File: src/rtl/dcp_pkg.sv
package dcp_pkg;

    typedef enum logic [2:0] {
        ST_IDLE,
        ST_SEND,
        ST_COUNT,
        ST_LOCKED,
        ST_FAULT
    } dcp_state_e;

    typedef enum logic [1:0] {
        CNT_HOLD,
        CNT_CLEAR,
        CNT_INC,
        CNT_ONE
    } cnt_op_e;

    function automatic int unsigned limit_of(input int unsigned ph_w);
        return 32'd1 << ph_w;
    endfunction

endpackage

File: src/rtl/dcp_cnt.sv
module dcp_cnt
    import dcp_pkg::*;
#(
    parameter int W = 5
) (
    input  logic          clk,
    input  logic          rst,
    input  cnt_op_e       op,
    output logic [W-1:0]  q
);

    always_ff @(posedge clk) begin
        if (rst) begin
            q <= '0;
        end else begin
            case (op)
                CNT_CLEAR: q <= '0;
                CNT_INC:   q <= q + W'(1);
                CNT_ONE:   q <= W'(1);
                default:   q <= q;
            endcase
        end
    end

endmodule

File: src/rtl/dcp_ring_mon.sv
module dcp_ring_mon
    import dcp_pkg::*;
#(
    parameter int PH_W = 4
) (
    input  logic [PH_W:0]   cnt,
    input  logic [PH_W-1:0] n_phases,
    input  logic            armed,
    input  logic            tok_i,
    output logic            at_limit,
    output logic            at_zero,
    output logic            at_wrap,
    output logic            mismatch
);

    localparam int CNT_W = PH_W + 1;
    localparam int LIMIT = int'(limit_of(PH_W));

    logic expect_tok;

    always_comb begin
        at_limit   = (cnt == CNT_W'(LIMIT));
        at_zero    = (cnt == '0);
        at_wrap    = (cnt == {1'b0, n_phases - PH_W'(1)});
        expect_tok = armed && at_zero;
        mismatch   = (tok_i != expect_tok);
    end

endmodule

File: src/rtl/dcp_fsm.sv
module dcp_fsm
    import dcp_pkg::*;
#(
    parameter int PH_W = 4
) (
    input  logic            clk,
    input  logic            rst,
    input  logic            en,
    input  logic            tok_i,
    input  logic [PH_W-1:0] cnt_lo,
    input  logic            at_limit,
    input  logic            at_zero,
    input  logic            at_wrap,
    input  logic            mismatch,
    output cnt_op_e         op,
    output logic [PH_W-1:0] n_phases,
    output logic            armed,
    output logic            tok_o,
    output logic            ready,
    output logic            fault
);

    dcp_state_e      st_q, st_d;
    logic [PH_W-1:0] n_d;
    logic            armed_d;

    always_comb begin
        st_d    = st_q;
        n_d     = n_phases;
        armed_d = armed;
        op      = CNT_HOLD;
        case (st_q)
            ST_IDLE: begin
                if (tok_i) begin
                    op = CNT_CLEAR;
                end else if (at_limit) begin
                    if (en) st_d = ST_SEND;
                end else begin
                    op = CNT_INC;
                end
            end
            ST_SEND: begin
                op   = CNT_ONE;
                st_d = ST_COUNT;
            end
            ST_COUNT: begin
                if (at_limit) begin
                    st_d = ST_FAULT;
                    op   = CNT_CLEAR;
                end else if (tok_i) begin
                    st_d    = ST_LOCKED;
                    n_d     = cnt_lo;
                    armed_d = 1'b0;
                    op      = CNT_CLEAR;
                end else begin
                    op = CNT_INC;
                end
            end
            ST_LOCKED: begin
                if (mismatch) begin
                    st_d = ST_FAULT;
                    op   = CNT_CLEAR;
                end else begin
                    armed_d = 1'b1;
                    op      = at_wrap ? CNT_CLEAR : CNT_INC;
                end
            end
            ST_FAULT: op = CNT_CLEAR;
            default:  st_d = ST_IDLE;
        endcase
        if (!en && st_q != ST_IDLE) begin
            st_d    = ST_IDLE;
            op      = CNT_CLEAR;
            n_d     = '0;
            armed_d = 1'b0;
        end
    end

    always_ff @(posedge clk) begin
        if (rst) begin
            st_q     <= ST_IDLE;
            n_phases <= '0;
            armed    <= 1'b0;
        end else begin
            st_q     <= st_d;
            n_phases <= n_d;
            armed    <= armed_d;
        end
    end

    always_comb begin
        tok_o = (st_q == ST_SEND) || (st_q == ST_LOCKED && at_zero);
        ready = (st_q == ST_LOCKED);
        fault = (st_q == ST_FAULT);
    end

endmodule

File: src/rtl/dcp_phase_master.sv
module dcp_phase_master
    import dcp_pkg::*;
#(
    parameter int PH_W = 4
) (
    input  logic            clk,
    input  logic            rst,
    input  logic            en,
    input  logic            tok_i,
    output logic            tok_o,
    output logic            ready,
    output logic            fault,
    output logic [PH_W-1:0] phase_cnt
);

    localparam int CNT_W = PH_W + 1;

    cnt_op_e          op;
    logic [CNT_W-1:0] cnt_q;
    logic [PH_W-1:0]  n_phases;
    logic             armed;
    logic             at_limit, at_zero, at_wrap, mismatch;

    dcp_cnt #(.W(CNT_W)) u_cnt (
        .clk (clk),
        .rst (rst),
        .op  (op),
        .q   (cnt_q)
    );

    dcp_ring_mon #(.PH_W(PH_W)) u_mon (
        .cnt      (cnt_q),
        .n_phases (n_phases),
        .armed    (armed),
        .tok_i    (tok_i),
        .at_limit (at_limit),
        .at_zero  (at_zero),
        .at_wrap  (at_wrap),
        .mismatch (mismatch)
    );

    dcp_fsm #(.PH_W(PH_W)) u_fsm (
        .clk      (clk),
        .rst      (rst),
        .en       (en),
        .tok_i    (tok_i),
        .cnt_lo   (cnt_q[PH_W-1:0]),
        .at_limit (at_limit),
        .at_zero  (at_zero),
        .at_wrap  (at_wrap),
        .mismatch (mismatch),
        .op       (op),
        .n_phases (n_phases),
        .armed    (armed),
        .tok_o    (tok_o),
        .ready    (ready),
        .fault    (fault)
    );

    assign phase_cnt = ready ? n_phases : '0;

endmodule

File: config.mk
export PLATFORM = sky130hd
export DESIGN_NAME = dcp_phase_master
export DESIGN_NICKNAME = d
export VERILOG_FILES = /design/src/rtl/dcp_pkg.sv /design/src/rtl/dcp_cnt.sv /design/src/rtl/dcp_ring_mon.sv /design/src/rtl/dcp_fsm.sv /design/src/rtl/dcp_phase_master.sv
export SDC_FILE = /design/constraint.sdc
export NUM_CORES = 1
export LEC_CHECK = 0
export ABC_AREA = 1
export BUFFER_PORTS_ARGS = -buffer_cell sky130_fd_sc_hd__buf_2
export CELL_PAD_IN_SITES_DETAIL_PLACEMENT = 0
export CELL_PAD_IN_SITES_GLOBAL_PLACEMENT = 1
export CORE_MARGIN = 1
export CORE_UTILIZATION = 35
export DETAILED_ROUTE_END_ITERATION = 12
export PLACE_DENSITY = 0.81
export SETUP_SLACK_MARGIN = 0.02
export SLEW_MARGIN = 20
export SYNTH_ARGS = -nofsm -noshare
export SYNTH_HDL_FRONTEND = slang
export SYNTH_SLANG_ARGS = --single-unit
File: constraint.sdc
create_clock -name clk -period 1.69 [get_ports clk]
set_input_delay 0.0845 -clock clk [delete_from_list [all_inputs] [get_ports clk]]
set_output_delay 0.0845 -clock clk [all_outputs]
set_load 0.005 [all_outputs]
==> run_results.csv <==
group,metric,value,unit
timing,final.min_clock_period,1610,ps
yosys,synthTopCellsByArea,"dfxtp_1, nand2_1, inv_1",
timing,relSlewSlack,68.9,%
timing,drv_slew,0,
global_routing,grt-ovfl-total,0,
detailed_routing,drt_iter0_drc,29,
global_routing,grtUsageTotal,17.2,%
clocking,numCtsBuffers,3,
clocking,cts_buffer_depth,2,
layout,fin_area,1210,sq um
clocking,cts_sinks,13,
timing,finalSetupViolations,0,
timing,timing.fmax,623,MHz
worst_setup_path,rr_startpoint,"u_fsm.n_phases[0]$_SDFFE_PP0P_",
timing,tightest_slew,465,ps
layout,nNetsFinal,186,
yosys,postSynthAreaPerCell,6.03,sq um
global_routing,antenna_found_initial,0,
die,num_rows,18,
worst_setup_path,r2r_cells,14,
die,core-area,2500,sq um
clocking,tritoncts,"done",
yosys,synthMostInstantiatedCell,"nand2_1",
worst_setup_path,cp_cell_sequence,"inv_2, ha_4, nand2_2, inv_2, nor2_2, nand2_1, nor2_2, nand2_2, nand3_4, a21oi_4, nand2_1, nand2_1, nand2_1, nor2_1",
timing,hold_slack,200,ps
detailed_routing,drtPass1Iterations,4,
die,start_util,37.1,%
yosys,syn_inst,154,
worst_setup_path,start_kind,"flip-flop",
global_routing,grt_pass1_vias,838,
detailed_routing,remaining_drc_errors,0,
layout,seqCellArea,267,sq um
power_and_ir_drop,p_total,0.731,mW
worst_setup_path,r2r_end,"u_cnt.q[3]$_SDFFE_PP0P_",
clocking,clkLatencyLatePin,280,ps
power_and_ir_drop,power.density,602,nW/um^2
timing,skew,4.05,ps
worst_setup_path,cp.depth,14,
yosys,synthTopCellsByCount,"nand2_1, inv_1, nor2_1, nand3_1, dfxtp_1",
worst_setup_path,critPathTopFamily,"simple AND/OR/NAND/NOR gates",
detailed_routing,vias,998,
outcome,status,"finished clean",
place,dp_hpwl,1730,um
worst_setup_path,required,1910,ps
yosys,synth_edf_count,0,
detailed_routing,viasPerCell,4.80,
power_and_ir_drop,ir_drop,484,uV
clocking,htree_levels,1,
detailed_routing,wl_per_cell,10.9,um
yosys,netlist.area_leader.share,28.0,%
timing,period_share,95.0,%
layout,n_antenna_cell,0,
worst_setup_path,cp_common_cell,"nand2_1",
yosys,netlist_area,928,sq um
timing,hold_viol,0,
worst_setup_path,end_kind,"flip-flop",
power_and_ir_drop,p_leak,0.592,nW
layout,multi_input_area,641,sq um
worst_setup_path,worst_ep_arrival_time,1820,ps
global_routing,grt_pass1_wl,3570,um
place,portBuffers,10,
worst_setup_path,crit_end,"u_cnt.q[3]$_SDFFE_PP0P_",
layout,area_growth,30.7,%
worst_setup_path,critPathLaunch,"u_fsm.n_phases[0]$_SDFFE_PP0P_",
layout,fill_cells,246,
yosys,synthArstFlopShare,0,%
worst_setup_path,critPathMaxStageDelay,340,ps
yosys,ys_seq_area_share,28.0,%
timing,rsz0062_at_grt,"true",
die,io_pins,11,
job,maxCapViolations,0,
worst_setup_path,slowest_stage,"dfxtp_2",
die,die_y,53.5,um
global_routing,grt_max_degree,10,
place,placed_cell_area,1050,sq um
yosys,synth_ff_type,"dfxtp_1",
place,gp_congestion,0.826,
yosys,synth_warnings,0,
clocking,cts_root_buf,"clkbuf_4",
clocking,clkTransAtPathRegs,90,ps
detailed_routing,ant_nets,0,
yosys,ys_ff_latch,13,
worst_setup_path,r2r_slack,80,ps
yosys,synth_cell_types,19,
die,die_area,2860,sq um
layout,drive_gt1_share,32.6,%
hold_path,hold-path-cell-count,5,
worst_setup_path,crit_buf_inv,2,
worst_setup_path,cp_max_fo,5,
worst_setup_path,worstSetupPathType,"reg -> reg",
die,die-width,53.5,um
yosys,syn-num-nets,161,
detailed_routing,drt-total-wl,2270,um
hold_path,hold_path.class,"in -> reg",
yosys,yosys.area.top_type,"dfxtp_1",
==> where the power goes <==
part / switching, mW / internal [mW]
registers: 0.00793 / 0.318
clock network: 0.110 / 0.0915
logic: 0.119 / 0.0850
total: 0.236 / 0.495
==> sequential cells by signal, indices dropped and copies added, names as in the netlist <==
| signal | flops |
|---|---|
| u_fsm.n_phases | 4 |
| u_fsm.armed | 1 |
| u_cnt.q | 5 |
| u_fsm.st_q | 3 |
==> placed cells by master, fill, tap and decap left out <==
cell and count:
nor2_2 5, nor3_1 2, ha_4 2, nand2_4 3
o22ai_1 1, buf_4 9, nor2_4 3, nand3_4 1
clkbuf_1 1, nor2_1 17, dfxtp_1 8, a21oi_4 2
dlygate4sd3_1 1, clkbuf_4 3, inv_2 7, nand3_2 1
nand2_1 32, a21oi_1 8, inv_1 22, nand3_1 13
o21ai_0 9, dfxtp_2 5, buf_2 10, xor2_1 1
inv_4 1, o21ai_1 2, ha_1 1, nand2_2 6
nand4_1 2
==> per-stage QoR <==
stage / util (%) / std cells / setup slack [ps] / setup TNS, ps
2_1_floorplan: - / 154 / 120 / 0
3_3_place_gp: 41.8 / 198 / 8.89 / 0
3_5_place_dp: 41.8 / 198 / -8.67 / -11.8
4_1_cts: 44.4 / 204 / 28.8 / 0
5_1_grt: 48.5 / 208 / -63.4 / -236
6_report: 48.5 / 208 / 83.8 / 0
==> worst min path at each step <==
stage / startpoint / to / slack [ps]
after floorplan: rst / u_cnt.q[4]$_SDFFE_PP0P_ / 150
after global placement: rst / u_cnt.q[4]$_SDFFE_PP0P_ / 280
after detailed placement: rst / u_cnt.q[4]$_SDFFE_PP0P_ / 280
after CTS: en / u_fsm.st_q[1]$_SDFFE_PP0P_ / 220
after global routing: en / u_fsm.st_q[1]$_SDFFE_PP0P_ / 240
final: en / u_fsm.st_q[1]$_SDFFE_PP0P_ / 200
==> what timing repair did <==
action / CTS / global route
hold buffers: 1 / 0
gates resized for setup: 6 / 29
pin swaps: 5 / 19
setup buffers: 1 / 4
endpoints found under the setup margin: 5 / 11
hold endpoints to repair: 1 / 0
==> worst register-to-register path: stages (launching register included) <==
cell and delay, ps:
dfxtp_2 340, inv_2 50, ha_4 270, nand2_2 40, inv_2 40, nor2_2 30
nand2_1 60, nor2_2 40, nand2_2 100, nand3_4 110, a21oi_4 200, nand2_1 70
nand2_1 50, nand2_1 40, nor2_1 80
==> logic make-up after synthesis <==
| family | share of synthesized area [%] |
|---|---|
| flops | 28.0 |
| buf+inv | 12.1 |
| simple gates | 41.2 |
| fa+ha+maj | 4.04 |
| xor+xnor | 0.944 |
| compound gates | 13.6 |
==> metal layers <==
layer | up-vias | global-route usage [%] | routed length [um]
met5 | - | 0 | 0
met4 | 0 | 3.07 | 15
met3 | 2 | 5.17 | 101
met2 | 16 | 26.3 | 1020
met1 | 447 | 23.7 | 1130
li1 | 533 | - | -
==> area by class of cell <==
cell class	count	share of cell area, %
Clock buffer	4	2.16
Inverter	30	9.48
Multi-Input combinational cell	111	52.8
Sequential cell	13	22.0
Tap cell	30	3.09
Timing Repair Buffer	20	10.5
(Power assumes the default switching activity.)
